`src/rtl/freq_governor.sv`:
```
module freq_governor #(
  parameter int OCC_W      = 6,
  parameter int RET_W      = 3,
  parameter int INTERVAL   = 10000,
  parameter int CODE_W     = 16,
  parameter int RESET_CODE = 16384,
  parameter int THR_NUM    = 17,
  parameter int THR_DEN    = 1000,
  parameter int ATK_MUL    = 287,
  parameter int DCY_MUL    = 7,
  parameter int STEP_SH    = 12
) (
  input  logic              clk,
  input  logic              rst_n,
  input  logic [OCC_W-1:0]  occupancy,
  input  logic [RET_W-1:0]  retire_cnt,
  input  logic [CODE_W-1:0] min_code,
  input  logic [CODE_W-1:0] max_code,
  output logic [CODE_W-1:0] freq_code,
  output logic              freq_upd
);
  localparam int CNT_W  = $clog2(INTERVAL + 8);
  localparam int ACC_W  = OCC_W + CNT_W + 2;
  localparam int CMP_W  = ACC_W + 12;
  localparam int PROD_W = CODE_W + 10;
  localparam logic [CNT_W:0] INT_V = (CNT_W+1)'(INTERVAL);

  logic [CNT_W-1:0] cnt;
  logic [ACC_W-1:0] acc, prev;
  logic             have_ref;

  wire [CNT_W:0] cnt_sum = {1'b0, cnt} + (CNT_W+1)'(retire_cnt);
  wire           last    = cnt_sum >= INT_V;

  wire [ACC_W:0]   acc_ext = {1'b0, acc} + (ACC_W+1)'(occupancy);
  wire [ACC_W-1:0] total   = acc_ext[ACC_W] ? '1 : acc_ext[ACC_W-1:0];

  wire [ACC_W-1:0] delta  = (total >= prev) ? total - prev : prev - total;
  wire [CMP_W-1:0] lhs    = CMP_W'(delta) * CMP_W'(THR_DEN);
  wire [CMP_W-1:0] rhs    = CMP_W'(prev) * CMP_W'(THR_NUM);
  wire             signif = lhs > rhs;
  wire             rising = total > prev;

  wire [PROD_W-1:0] atk_p   = PROD_W'(freq_code) * PROD_W'(ATK_MUL);
  wire [PROD_W-1:0] dcy_p   = PROD_W'(freq_code) * PROD_W'(DCY_MUL);
  wire [CODE_W-1:0] atk_raw = CODE_W'(atk_p >> STEP_SH);
  wire [CODE_W-1:0] dcy_raw = CODE_W'(dcy_p >> STEP_SH);
  wire [CODE_W-1:0] atk_st  = (atk_raw == '0) ? CODE_W'(1) : atk_raw;
  wire [CODE_W-1:0] dcy_st  = (dcy_raw == '0) ? CODE_W'(1) : dcy_raw;
  wire [CODE_W-1:0] step    = signif ? atk_st : dcy_st;

  wire [CODE_W:0] up_sum = {1'b0, freq_code} + {1'b0, step};
  wire [CODE_W:0] dn_val = (freq_code >= step) ? {1'b0, freq_code - step} : '0;
  wire [CODE_W:0] cand   = (signif && rising) ? up_sum : dn_val;
  wire [CODE_W-1:0] next_code =
    (cand > {1'b0, max_code}) ? max_code :
    (cand < {1'b0, min_code}) ? min_code : cand[CODE_W-1:0];

  always_ff @(posedge clk or negedge rst_n) begin
    if (!rst_n) begin
      cnt       <= '0;
      acc       <= '0;
      prev      <= '0;
      have_ref  <= 1'b0;
      freq_code <= CODE_W'(RESET_CODE);
      freq_upd  <= 1'b0;
    end else begin
      freq_upd <= 1'b0;
      if (last) begin
        cnt      <= CNT_W'(cnt_sum - INT_V);
        acc      <= '0;
        prev     <= total;
        have_ref <= 1'b1;
        if (have_ref) begin
          freq_code <= next_code;
          freq_upd  <= 1'b1;
        end
      end else begin
        cnt <= CNT_W'(cnt_sum);
        acc <= total;
      end
    end
  end

  assert_count_bound_R2: assert property (@(posedge clk) disable iff (!rst_n)
    {1'b0, cnt} < INT_V);

  assert_no_first_update_R3: assert property (@(posedge clk) disable iff (!rst_n)
    freq_upd |-> $past(have_ref));

  assert_in_limits_R8: assert property (@(posedge clk) disable iff (!rst_n)
    freq_upd |-> (freq_code <= $past(max_code) && freq_code >= $past(min_code)));

  assert_single_pulse_R9: assert property (@(posedge clk) disable iff (!rst_n)
    freq_upd |=> !freq_upd);

  assert_code_held_R9: assert property (@(posedge clk) disable iff (!rst_n)
    !freq_upd |-> $stable(freq_code));
endmodule

```
`config.mk`:
```
export PLATFORM = sky130hd
export DESIGN_NAME = freq_governor
export DESIGN_NICKNAME = d
export VERILOG_FILES = /design/src/rtl/freq_governor.sv
export SDC_FILE = /design/constraint.sdc
export NUM_CORES = 1
export LEC_CHECK = 0
export BUFFER_PORTS_ARGS = -buffer_cell sky130_fd_sc_hd__buf_2
export CORE_AREA = 4 4 208 210
export DETAILED_ROUTE_END_ITERATION = 8
export DIE_AREA = 0 0 212 214
export SYNTH_ARGS = -nofsm -noshare
export SYNTH_HDL_FRONTEND = slang
export SYNTH_SLANG_ARGS = --single-unit
```
`constraint.sdc`:
```
create_clock -name clk -period 35.2 [get_ports clk]
set_clock_uncertainty 0.1 [all_clocks]
set_input_delay 0 -clock clk [delete_from_list [all_inputs] [get_ports clk]]
set_output_delay 0 -clock clk [all_outputs]
set_load 0.05 [all_outputs]
```
==> key figures <==
Run status
  • Status: completed

Setup path
  • Startpoint types: flop
  • Worst r2r src: acc[0]$_DFF_PN0_
  • CP Data Arrival Time: 18.87 ns
  • Worst Setup End Kind: flop
  • Setup slack, reg-to-reg: 16.46 ns
  • Worst Path Required: 35.33 ns
  • Reg-to-Reg End: freq_code[11]$_DFFE_PN0P_
  • CP Max Fanout: 22
  • R2R depth: 77
  • Crit-path max cell delay: 0.68 ns
  • Slowest CP cell: or3_1
  • Setup CP Type: reg -> reg

Floorplanning
  • Die Area: 0.0454 sq mm
  • Ports: 60
  • Die height: 214 microns
  • Initial core utilization: 41.4%
  • Die X: 212 microns
  • Core ar.: 0.0416 sq mm
  • # rows: 75

Routing
  • Total wire length: 44100 microns
  • Routed len/inst: 16.7 microns
  • Initial DRC count: 829
  • First-pass iteration count of the detailed router: 5
  • Via count: 14400
  • Remaining DRCs: 0
  • Vias per cell: 5.44
  • ANT nets after route: 0

Synthesis
  • Post-synth EDFFs: 0
  • Yosys synthesis warning count: 0
  • Synthesized area: 0.0172 sq mm
  • Post-synth ARST share: 100%
  • Post-synth cell types: 108
  • Syn avg cell area: 8.44 sq um
  • Most used flip-flop cell after synthesis: dfrtp_1
  • #FFs+latches synth: 76
  • Register area share after synthesis: 11.1%
  • Mapped Nets: 2516
  • Post-Synthesis Cells: 2038

Clock tree
  • # clock sinks: 76
  • CTS tree: yes
  • Clock latency on the worst-skew pair: 0.35 ns
  • Clock Tree Root: clkbuf_16
  • Post-CTS Resized: 0
  • Bufs on Longest Clock Path: 2
  • CTS buffer count: 9
  • H-tree depth reported by CTS: 3
  • Clk pin slew, worst setup/hold paths: 0.07 ns

Finish
  • Most common cell after layout, fill and taps aside: inv_1
  • Multi-input gate area: 0.0138 sq mm
  • Layout Nets: 2576
  • Area growth, synth to finish: 8.07%
  • Ant diodes: 0
  • Layout cells sized above 1: 7.13%
  • Reg area: 0.00190 sq mm
  • Fillcell total: 4163
  • Most frequent cells in the layout: 337 x inv_1, 303 x ha_1, 132 x a21oi_1, 132 x fa_1, 127 x nand2_1

Global routing
  • First-pass GRT wire length: 72800 microns
  • GRT Overall Usage: 19.3%
  • GRT overflow: 0
  • Largest net degree at the start of global routing: 56
  • Vias in the first global route: 14400
  • Initial antenna violation count: 0

STA
  • RSZ-0062 raised after global routing: false
  • Final cycle utilization of the critical path: 53.2%
  • Hold Fails Final Rpt: 0
  • Final setup viols: 0
  • Fin crit period: 18.74 ns
  • Final setup TNS: 0 ns
  • Max Fclk: 0.0534 GHz
  • Normalized max-slew margin: 36.0%
  • Worst-margin pin slew: 0.953 ns
  • Max-slew violation count: 0

Worst hold path
  • Hold EP: freq_code[9]$_DFFE_PN0P_
  • Hold path cells: 5
  • Worst hold-check path type: in -> reg
  • Worst Hold Launch: max_code[9]

Placement
  • Final HPWL DP: 37100 microns
  • Placer congestion estimate: 0.948
  • PortBufs: 59

Job
  • Max Cap Viol: 0
-- final cells by class --
| type | count | share of cell area [%] |
|---|---|---|
| multi-input combinational | 1580 | 74.3 |
| sequential | 76 | 10.2 |
| inverter | 337 | 6.80 |
| tap | 539 | 3.63 |
| timing repair buffer | 94 | 3.39 |
| clock buffer | 9 | 1.21 |
| clock inverter | 7 | 0.451 |
-- critical path, delay by kind of cell, from the launching register on --
| kind | cells | cell delay [ns] |
|---|---|---|
| AO/OA/AOI/OAI | 34 | 6.43 |
| AND/OR/NAND/NOR | 22 | 5.42 |
| adder cells (fa/ha/maj) | 12 | 4.32 |
| buffers and inverters | 6 | 1.11 |
| XOR/XNOR | 2 | 0.69 |
| flip-flops | 1 | 0.33 |
| multiplexers | 1 | 0.24 |
-- state kept, by name (all words and copies together), names as in the netlist --
signal / count
acc: 22
cnt: 14
freq_code: 16
freq_upd: 1
have_ref: 1
prev: 22
-- how the worst max path moves through the flow --
| stage | from | endpoint | slack [ns] | cells after the start |
|---|---|---|---|---|
| CTS | acc[0]$_DFF_PN0_ | freq_code[1]$_DFFE_PN0P_ | 16.57 | 77 |
| global placement | acc[0]$_DFF_PN0_ | freq_code[14]$_DFFE_PN1P_ | 17.66 | 75 |
| global route | acc[0]$_DFF_PN0_ | freq_code[11]$_DFFE_PN0P_ | 14.99 | 77 |
| detailed placement | acc[0]$_DFF_PN0_ | freq_code[14]$_DFFE_PN1P_ | 17.10 | 76 |
| floorplan | acc[0]$_DFF_PN0_ | freq_code[13]$_DFFE_PN0P_ | 19.50 | 82 |
| finish | acc[0]$_DFF_PN0_ | freq_code[11]$_DFFE_PN0P_ | 16.46 | 77 |
-- cells by family after synthesis --
group	after synthesis	synth area share (%)
buffers and inverters	382	8.71
and+or+nand+nor	500	14.3
adders and majority gates	438	37.6
AOI/OAI and AO/OA	474	18.9
xor gates and xnor gates	133	7.25
muxes	35	2.16
DFF	76	11.1
-- synthesized netlist by cell type, types with 21 or more instances --
master / instances / area share, %
a21oi_1: 132 / 3.8
a21o_1: 66 / 2.9
o21ai_0: 80 / 2.3
fa_1: 132 / 15
nor2_1: 126 / 2.7
ha_1: 303 / 22
xor2_1: 49 / 2.5
a31oi_1: 27 / 0.98
nor3_1: 44 / 1.3
mux2i_1: 31 / 1.8
nand3_1: 45 / 1.3
dfrtp_1: 75 / 11
nand2_1: 127 / 2.8
nand2b_1: 21 / 0.76
xnor2_1: 76 / 3.9
inv_1: 337 / 7.4
-- metal layers --
layer / wire length (microns) / up-vias / part of all wire (%) / GRT usage (%)
met5: 0 / - / 0 / 0
met4: 1040 / 0 / 2.3 / 4.32
met3: 1430 / 66 / 3.2 / 2.26
met2: 22000 / 288 / 50 / 34.0
met1: 19700 / 6943 / 45 / 25.4
li1: - / 7080 / - / -
-- through the flow --
| step | std cells | util [%] | cell area [sq um] | worst slack, ns | hold slack [ns] |
|---|---|---|---|---|---|
| 2_1_floorplan | 2038 | - | 17200 | 19.50 | -0.396 |
| 3_3_place_gp | 2598 | 43.3 | 18000 | 17.66 | -0.183 |
| 3_5_place_dp | 2598 | 43.3 | 18000 | 17.10 | -0.177 |
| 4_1_cts | 2642 | 44.7 | 18600 | 16.57 | 0.00605 |
| 5_1_grt | 2642 | 44.7 | 18600 | 14.99 | 0.0317 |
| 6_report | 2642 | 44.7 | 18600 | 16.46 | 0.0167 |
-- what timing repair did --
| action | CTS | global route |
|---|---|---|
| endpoints found under the hold margin | 41 | 0 |
| buffers inserted | 0 | 0 |
| hold buffers | 28 | 0 |
Power is left out: the tool's default activity adds up to more than one toggle a clock period on the data nets, which glitch-free logic cannot reach.
